==> src/rtl/rspRxPkg.sv <==
package rspRxPkg;
  localparam int CHAR_BITS  = 6;
  localparam int STAT_BITS  = 2;
  localparam int WORD_BITS  = 16;
  localparam int WORD_CHARS = 3;
  // bits shifted after the start bit: data, flag, parity, two stops
  localparam int FRAME_BITS = CHAR_BITS + 4;
  localparam int SLOT_W     = $clog2(WORD_CHARS);

  typedef struct packed {
    logic              shiftIn;
    logic              loadHold;
    logic              takeChar;
    logic [SLOT_W-1:0] slot;
    logic              writeOut;
  } rxStrobe_t;
endpackage

==> src/rtl/rxDatapath.sv <==
module rxDatapath
  import rspRxPkg::*;
#(
  parameter int TICK_DIV = 4
) (
  input  logic                 clk,
  input  logic                 rst,
  input  logic                 rxLine,
  input  rxStrobe_t            stb,
  output logic                 rxBit,
  output logic                 tick,
  output logic                 holdFlag,
  output logic                 parityOk,
  output logic                 stopOk,
  output logic [WORD_BITS-1:0] wrData,
  output logic                 statHi,
  output logic                 statLo
);
  localparam int DIV_W = (TICK_DIV > 1) ? $clog2(TICK_DIV) : 1;
  localparam int TOP_W = CHAR_BITS - STAT_BITS;

  logic [1:0]            syncQ;
  logic [DIV_W-1:0]      divCnt;
  logic [FRAME_BITS-1:0] shiftQ;
  logic [CHAR_BITS-1:0]  holdData;
  logic                  holdFlagQ;
  logic [STAT_BITS-1:0]  statQ;
  logic [WORD_BITS-1:0]  wordQ;

  assign tick     = (divCnt == DIV_W'(TICK_DIV - 1));
  assign rxBit    = syncQ[1];
  assign holdFlag = holdFlagQ;
  assign parityOk = ~^shiftQ[CHAR_BITS+1:0];
  assign stopOk   = &shiftQ[FRAME_BITS-1:CHAR_BITS+2];
  assign wrData   = wordQ;

  always_ff @(posedge clk) begin
    if (rst) begin
      syncQ     <= 2'b11;
      divCnt    <= '0;
      shiftQ    <= '0;
      holdData  <= '0;
      holdFlagQ <= 1'b0;
      statQ     <= '0;
      wordQ     <= '0;
      statHi    <= 1'b0;
      statLo    <= 1'b0;
    end else begin
      syncQ <= {syncQ[0], rxLine};
      if (tick) divCnt <= '0;
      else      divCnt <= divCnt + 1'b1;
      if (stb.shiftIn) shiftQ <= {syncQ[1], shiftQ[FRAME_BITS-1:1]};
      if (stb.loadHold) begin
        holdData  <= shiftQ[CHAR_BITS-1:0];
        holdFlagQ <= shiftQ[CHAR_BITS];
      end
      if (stb.takeChar) begin
        case (stb.slot)
          SLOT_W'(0): begin
            statQ <= holdData[CHAR_BITS-1 -: STAT_BITS];
            wordQ[WORD_BITS-1 -: TOP_W] <= holdData[TOP_W-1:0];
          end
          SLOT_W'(1): wordQ[2*CHAR_BITS-1 -: CHAR_BITS] <= holdData;
          default:    wordQ[CHAR_BITS-1:0] <= holdData;
        endcase
      end
      if (stb.writeOut) {statHi, statLo} <= statQ;
    end
  end
endmodule

==> src/rtl/rxControl.sv <==
module rxControl
  import rspRxPkg::*;
#(
  parameter int OVERSAMPLE = 16
) (
  input  logic      clk,
  input  logic      rst,
  input  logic      rxBit,
  input  logic      tick,
  input  logic      holdFlag,
  input  logic      parityOk,
  input  logic      stopOk,
  input  logic      fifoFull,
  output rxStrobe_t stb,
  output logic      wrEn,
  output logic      errParity,
  output logic      errFrame,
  output logic      errOverrun,
  output logic      txErr
);
  localparam int CNT_W = $clog2(OVERSAMPLE);
  localparam int BIT_W = $clog2(FRAME_BITS);

  typedef enum logic [1:0] {S_IDLE, S_START, S_DATA} rxState_t;

  rxState_t          state;
  logic [CNT_W-1:0]  tickCnt;
  logic [BIT_W-1:0]  bitCnt;
  logic              charEvt, holdValid, pending;
  logic [SLOT_W-1:0] slot;
  logic              midTick, lastTick, goodChar, consume, overrun, flagErr;

  always_comb begin
    midTick  = tick && (tickCnt == CNT_W'(OVERSAMPLE/2 - 1));
    lastTick = tick && (tickCnt == CNT_W'(OVERSAMPLE - 1));
    goodChar = charEvt && stopOk && parityOk;
    consume  = holdValid && !pending;
    overrun  = goodChar && holdValid && !consume;
    flagErr  = consume && (holdFlag != (slot == '0));
    wrEn     = pending && !fifoFull;
    stb.shiftIn  = (state == S_DATA) && lastTick;
    stb.loadHold = goodChar && !overrun;
    stb.takeChar = consume && (holdFlag || slot != '0);
    stb.slot     = holdFlag ? '0 : slot;
    stb.writeOut = wrEn;
  end

  always_ff @(posedge clk) begin
    if (rst) begin
      state      <= S_IDLE;
      tickCnt    <= '0;
      bitCnt     <= '0;
      charEvt    <= 1'b0;
      holdValid  <= 1'b0;
      pending    <= 1'b0;
      slot       <= '0;
      errParity  <= 1'b0;
      errFrame   <= 1'b0;
      errOverrun <= 1'b0;
      txErr      <= 1'b0;
    end else begin
      charEvt <= 1'b0;
      case (state)
        S_IDLE: if (!rxBit) begin
          state   <= S_START;
          tickCnt <= '0;
        end
        S_START: if (tick) begin
          if (midTick) begin
            tickCnt <= '0;
            bitCnt  <= '0;
            state   <= rxBit ? S_IDLE : S_DATA;
          end else tickCnt <= tickCnt + 1'b1;
        end
        S_DATA: if (tick) begin
          if (lastTick) begin
            tickCnt <= '0;
            bitCnt  <= bitCnt + 1'b1;
            if (bitCnt == BIT_W'(FRAME_BITS - 1)) begin
              state   <= S_IDLE;
              charEvt <= 1'b1;
            end
          end else tickCnt <= tickCnt + 1'b1;
        end
        default: state <= S_IDLE;
      endcase

      if (stb.loadHold)          holdValid <= 1'b1;
      else if (consume || overrun) holdValid <= 1'b0;

      if (wrEn) pending <= 1'b0;
      if (consume) begin
        if (holdFlag)                            slot <= SLOT_W'(1);
        else if (slot == SLOT_W'(WORD_CHARS-1)) begin
          slot    <= '0;
          pending <= 1'b1;
        end else if (slot != '0)                 slot <= slot + 1'b1;
      end
      if ((charEvt && !goodChar) || overrun) slot <= '0;

      errParity  <= charEvt && stopOk && !parityOk;
      errFrame   <= (charEvt && !stopOk) || flagErr;
      errOverrun <= overrun;
      txErr      <= (charEvt && stopOk && !parityOk) || overrun;
    end
  end
endmodule

==> src/rtl/rspFrameRx.sv <==
module rspFrameRx
  import rspRxPkg::*;
#(
  parameter int TICK_DIV   = 4,
  parameter int OVERSAMPLE = 16
) (
  input  logic        clk,
  input  logic        rst,
  input  logic        rxLine,
  input  logic        fifoFull,
  output logic        wrEn,
  output logic [15:0] wrData,
  output logic        statHi,
  output logic        statLo,
  output logic        errParity,
  output logic        errFrame,
  output logic        errOverrun,
  output logic        txErr
);
  rxStrobe_t stb;
  logic rxBit, tick, holdFlag, parityOk, stopOk;

  rxDatapath #(.TICK_DIV(TICK_DIV)) u_dp (
    .clk(clk), .rst(rst), .rxLine(rxLine), .stb(stb),
    .rxBit(rxBit), .tick(tick), .holdFlag(holdFlag),
    .parityOk(parityOk), .stopOk(stopOk),
    .wrData(wrData), .statHi(statHi), .statLo(statLo)
  );

  rxControl #(.OVERSAMPLE(OVERSAMPLE)) u_ctl (
    .clk(clk), .rst(rst), .rxBit(rxBit), .tick(tick),
    .holdFlag(holdFlag), .parityOk(parityOk), .stopOk(stopOk),
    .fifoFull(fifoFull), .stb(stb), .wrEn(wrEn),
    .errParity(errParity), .errFrame(errFrame),
    .errOverrun(errOverrun), .txErr(txErr)
  );
endmodule

==> config.mk <==
export PLATFORM = sky130hd
export DESIGN_NAME = rspFrameRx
export DESIGN_NICKNAME = d
export VERILOG_FILES = /design/src/rtl/rspRxPkg.sv /design/src/rtl/rxDatapath.sv /design/src/rtl/rxControl.sv /design/src/rtl/rspFrameRx.sv
export SDC_FILE = /design/constraint.sdc
export NUM_CORES = 1
export LEC_CHECK = 0
export ABC_AREA = 1
export BUFFER_PORTS_ARGS = -buffer_cell sky130_fd_sc_hd__buf_4
export CAP_MARGIN = 15
export CORE_MARGIN = 2
export CORE_UTILIZATION = 30
export DETAILED_ROUTE_END_ITERATION = 8
export GPL_TIMING_DRIVEN = 0
export PLACE_DENSITY = 0.43
export SETUP_SLACK_MARGIN = 0.02
export SLEW_MARGIN = 10
export SYNTH_ARGS = -nofsm -noshare
export SYNTH_HDL_FRONTEND = slang
export SYNTH_SLANG_ARGS = --single-unit
==> constraint.sdc <==
create_clock -name clk -period 4.8 [get_ports clk]
set_clock_uncertainty 0.2 [all_clocks]
set_input_delay 0.72 -clock clk [delete_from_list [all_inputs] [get_ports clk]]
set_output_delay 0.72 -clock clk [all_outputs]
set_load 0.1 [all_outputs]
Yosys cells after proc, flatten, opt, wreduce, memory -nomap -nowiden
Index checks and enable logic that the tools add are counted.
Widths: inputs -> output; s select.
{"block": "classes", "div_mod_pow": 0, "multipliers": 0, "n_bitwise": 4, "n_mux": 30, "eq_ne": 15, "order_cmp": 0, "n_reduce_logical": 48, "n_addsub": 4, "n_shift": 0}
{"op": "$mux 4", "count": 9}
{"op": "$mux 2", "count": 11}
{"op": "$logic_and 1x1->1", "count": 15}
{"op": "$pmux 4 s3", "count": 1}
{"op": "$reduce_and 2->1", "count": 5}
{"op": "$add 4x1->4 const B", "count": 2}
{"op": "$eq 4x4->1 const B", "count": 2}
{"op": "$ne 2x1->1 const B", "count": 4}
{"op": "$pmux 4 s2", "count": 1}
{"op": "$reduce_xnor 8->1", "count": 1}
{"op": "$logic_not 1->1", "count": 7}
{"op": "$mux 1", "count": 7}
{"op": "$eq 2x2->1 const B", "count": 3}
{"op": "$logic_not 2->1", "count": 3}
{"op": "$pmux 2 s3", "count": 1}
{"op": "$reduce_and 6->1", "count": 1}
{"op": "$reduce_bool 2->1", "count": 3}
{"op": "$reduce_bool 3->1", "count": 2}
{"op": "$reduce_or 2->1", "count": 3}
{"op": "$logic_or 1x1->1", "count": 5}
{"op": "$reduce_and 5->1", "count": 1}
{"op": "$add 2x1->2 const B", "count": 2}
{"op": "$eq 2x1->1 const B", "count": 2}
{"op": "$eq 4x3->1 const B", "count": 1}
{"op": "other kinds (5)", "count": 9}
{"block": "totals", "regBits": 60, "word_cells": 123, "output_inout_bits": 23, "n_memories": 0, "latchBits": 0, "romBits": 0, "ramBits": 0}

Longest topological paths before layout
{"block": "depth", "word_depth": 8, "depth_mapped": 11, "ltp_nobuf": 11}

Modules after synthesis
Synthesis repeated with hierarchy kept, for this count alone.
{"block": "hier_totals", "cells_unflattened": 373, "area_unflattened_um2": 2696.3}
{"module": "rxDatapath", "area_per_inst_um2": 1586.5, "cells_per_inst": 215, "n_inst": 1}
{"module": "rxControl", "area_per_inst_um2": 1109.8, "cells_per_inst": 158, "n_inst": 1}

Worst setup path after synthesis
OpenSTA, ideal clock, no wires.
{"block": "synth_timing", "path_kind": "input to output", "startpoint": "input port fifoFull", "endpoint": "output port wrEn", "required_time_ns": 3.880, "arrival_ns": 2.045, "path_slack_ns": 1.835, "cell_stages": 1, "cell_sequence": "nor2_1"}
{"block": "synth_via", "elab_chain_len": 2}
{"item": "start: declaration", "line_no": "rspFrameRx.sv:10", "rtl": "input logic fifoFull,"}
{"item": "$logic_not 1->1", "line_no": "rxControl.sv:40", "rtl": "wrEn = pending && !fifoFull;"}
{"item": "$logic_and 1x1->1", "line_no": "rxControl.sv:40"}
{"item": "end: declaration", "line_no": "rspFrameRx.sv:11", "rtl": "output logic wrEn,"}
No other way between the ends.

Final worst setup path
Same ends and word-level chain as after synthesis.

==> results.sh <==
export IMPL_dr_pass1_iters=4
export IMPL_startpoint="fifoFull"
export IMPL_finalSetupTns_ns=0
export IMPL_hp_class="reg -> reg"
export IMPL_ctsHoldBuffers=0
export IMPL_tightestPinTransition_ns=0.492
export IMPL_worstSkewPairLatency_ns=0.34
export IMPL_r2r_slack_ns=2.88
export IMPL_slowest_delay_ns=0.34
export IMPL_maxCapViolations=0
export IMPL_vias=2248
export IMPL_core_area_mm2=0.00859
export IMPL_post_route_min_period_ns=2.29
export IMPL_grt_pass1_wl_mm=10.1
export IMPL_syn_inst=351
export IMPL_gr_total_overflow=0
export IMPL_power_leakage_uw=0.00133
export IMPL_path_cells="buf_4, nor2_1, buf_4"
export IMPL_maxSlewViolCount=0
export IMPL_hpwl_mm=4.33
export IMPL_ys_warn_count=0
export IMPL_antenna_cells=0
export IMPL_synth_cells_most_frequent="nor2_1 (75), nand2_1 (61), dfxtp_1 (60)"
export IMPL_ys_async_sr_fraction_pct=0
export IMPL_setup_viol=0
export IMPL_status="finished clean"
export IMPL_antenna_found_initial=0
export IMPL_powerDensity_mw_per_mm2=345
export IMPL_grt_pass1_vias=2170
export IMPL_die_x_um=97.5
export IMPL_synth_edf_count=0
export IMPL_synth_top_area_cell="dfxtp_1"
export IMPL_drc=0
export IMPL_synth_net_count=366
export IMPL_vias_per_cell=4.49
export IMPL_synth_ff_type="dfxtp_1"
export IMPL_postRouteWirelength_mm=5.67
export IMPL_syn_area_mm2=0.00262
export IMPL_path_class="in -> out"
export IMPL_cts_resized=0
export IMPL_start_util_pct=30.5
export IMPL_finalHoldViolCount=0
export IMPL_end_kind="primary output"
export IMPL_holdCritStartpoint="u_dp.syncQ[0]$_SDFF_PP1_"
export IMPL_crit_fanout=4
export IMPL_grt_setup_unrepaired="false"
export IMPL_critical_path_top_delay_family="buffers and inverters"
export IMPL_timing_slew_headroom_pct=67.2
export IMPL_crit_buf_inv=2
export IMPL_ant_nets=0
export IMPL_synth_distinct_cells=31
export IMPL_clockBufferDepth=2
export IMPL_cts_made_buffers=9
export IMPL_cp_arrival_ns=1.37
export IMPL_max_freq_mhz=436
export IMPL_yosysSeqAreaShare_pct=45.8
export IMPL_num_fill_cells=949
export IMPL_place_ws_ns=2.49
export IMPL_cts_setup_buffers=0
export IMPL_rows=34
export IMPL_clkSinkCount=60
export IMPL_grt_max_degree=14
export IMPL_drtIter0Drc=77
export IMPL_r2r_start="u_ctl.state[0]$_SDFFE_PP0P_"
export IMPL_die_area_mm2=0.00951
export IMPL_dieHeight_um=97.5
export IMPL_critPathRequiredTime_ns=3.88
export IMPL_synth_area_leaders="dfxtp_1 (46%), nor2_1 (11%), nand2_1 (8.7%), o21ai_0 (6.3%), ha_1 (5.2%)"
export IMPL_fin_nets=403
export IMPL_drive_gt1_share_pct=16.3
export IMPL_ios=27
export IMPL_peakVddDrop_v=0.000121
export IMPL_ys_ff_latch=60
export IMPL_area_growth_pct=20.5
export IMPL_cp_common_cell="buf_4"
export IMPL_io_buffer_count=26
export IMPL_yosysMostFrequentCell="nor2_1"
export IMPL_clockRootBuffer="clkbuf_8"
export IMPL_wl_per_cell_um=11.3
export IMPL_timing_final_crit_share_pct=47.7
export IMPL_cts_tree="done"
export IMPL_syn_avg_cell_area_um2=7.48
export IMPL_worst_slack_ns=2.51
export IMPL_track_usage_pct=13.0
export IMPL_yosysTopAreaCellShare_pct=45.8
export IMPL_path_clk_slew_ns=0.07
export IMPL_place_congestion=0.757
export IMPL_slowest_stage="buf_4"
export IMPL_htreeDepth=3
export IMPL_critPathLaunchType="primary input"
[cell usage in the layout (no fill, tap or decap), types with 3 or more instances in the layout]
master	instances
a21oi_1	21
buf_4	27
clkbuf_1	4
clkbuf_8	9
dfxtp_1	60
ha_1	11
inv_1	29
inv_2	6
nand2_1	61
nand2_2	4
nand2_4	3
nand3_1	7
nand4_1	9
nor2_1	75
nor3_1	6
o21ai_0	33
[final cells by class]
| type | instances | area, um2 | share of cell area, % |
|---|---|---|---|
| clock inverters | 7 | 83.8 | 2.65 |
| inverters | 36 | 135 | 4.27 |
| plain buffers | 6 | 26.3 | 0.831 |
| flip-flops and latches | 60 | 1200 | 38.0 |
| well taps | 108 | 135 | 4.27 |
| clock buffers | 9 | 124 | 3.92 |
| multi-input cells | 249 | 1260 | 39.9 |
| repair buffers | 26 | 195 | 6.17 |
[layer usage]
layer	GRT usage [%]	vias up	wire, um	part of all wire (%)
met5	0	-	0	0
met4	5.45	0	82	1.4
met3	3.60	8	189	3.3
met2	21.9	29	2650	47
met1	15.6	1004	2740	48
li1	-	1207	-	-
[sequential cells by signal (all words and copies together), names as in the netlist]
| name | flops |
|---|---|
| u_dp.statLo | 1 |
| u_ctl.errParity | 1 |
| u_ctl.slot | 2 |
| u_dp.syncQ | 2 |
| u_ctl.holdValid | 1 |
| u_ctl.txErr | 1 |
| u_dp.statHi | 1 |
| u_ctl.errOverrun | 1 |
| u_ctl.charEvt | 1 |
| u_ctl.state | 2 |
| u_ctl.errFrame | 1 |
| u_ctl.pending | 1 |
| u_dp.statQ | 2 |
| u_dp.holdFlag | 1 |
| u_dp.holdData | 6 |
| u_ctl.bitCnt | 4 |
| u_dp.wrData | 16 |
| u_ctl.tickCnt | 4 |
| u_dp.shiftQ | 10 |
| u_dp.divCnt | 2 |
[final timing paths]
kind / endpoint / depth (start not counted)
hold reg to reg: u_dp.syncQ[1]$_SDFF_PP1_ / 1
setup / recovery: wrEn / 3
hold / removal: u_dp.syncQ[1]$_SDFF_PP1_ / 1
setup reg to reg: u_ctl.tickCnt[3]$_SDFFE_PP0P_ / 9
[power breakdown]
group	switching (uW)	internal, uW	total, uW	leakage [uW]
clock network	221	248	470	0.000102
logic	62.2	36.1	98.3	0.000738
registers	11.3	510	522	0.000485
[cells by family after synthesis]
family	Yosys count	share of synthesized area [%]
AND/OR/NAND/NOR	174	29.6
flip-flops	60	45.8
adder cells (fa/ha/maj)	11	5.25
AO/OA/AOI/OAI	61	12.2
buffers and inverters	42	6.15
XOR/XNOR	3	1.00
[metrics by stage]
| stage | utilization (%) | cell area (um2) | power, uW | std cells | hold WS (ns) |
|---|---|---|---|---|---|
| 3_3_place_gp | 34.4 | 2950 | 631 | 485 | 0.208 |
| 4_1_cts | 36.8 | 3160 | 1110 | 501 | 0.231 |
| 3_5_place_dp | 34.4 | 2950 | 632 | 485 | 0.211 |
| 5_1_grt | 36.8 | 3160 | 1150 | 501 | 0.245 |
| 6_report | 36.8 | 3160 | 1090 | 501 | 0.226 |
| 2_1_floorplan | - | 2620 | 608 | 351 | 0.189 |
(Power assumes the default switching activity.)
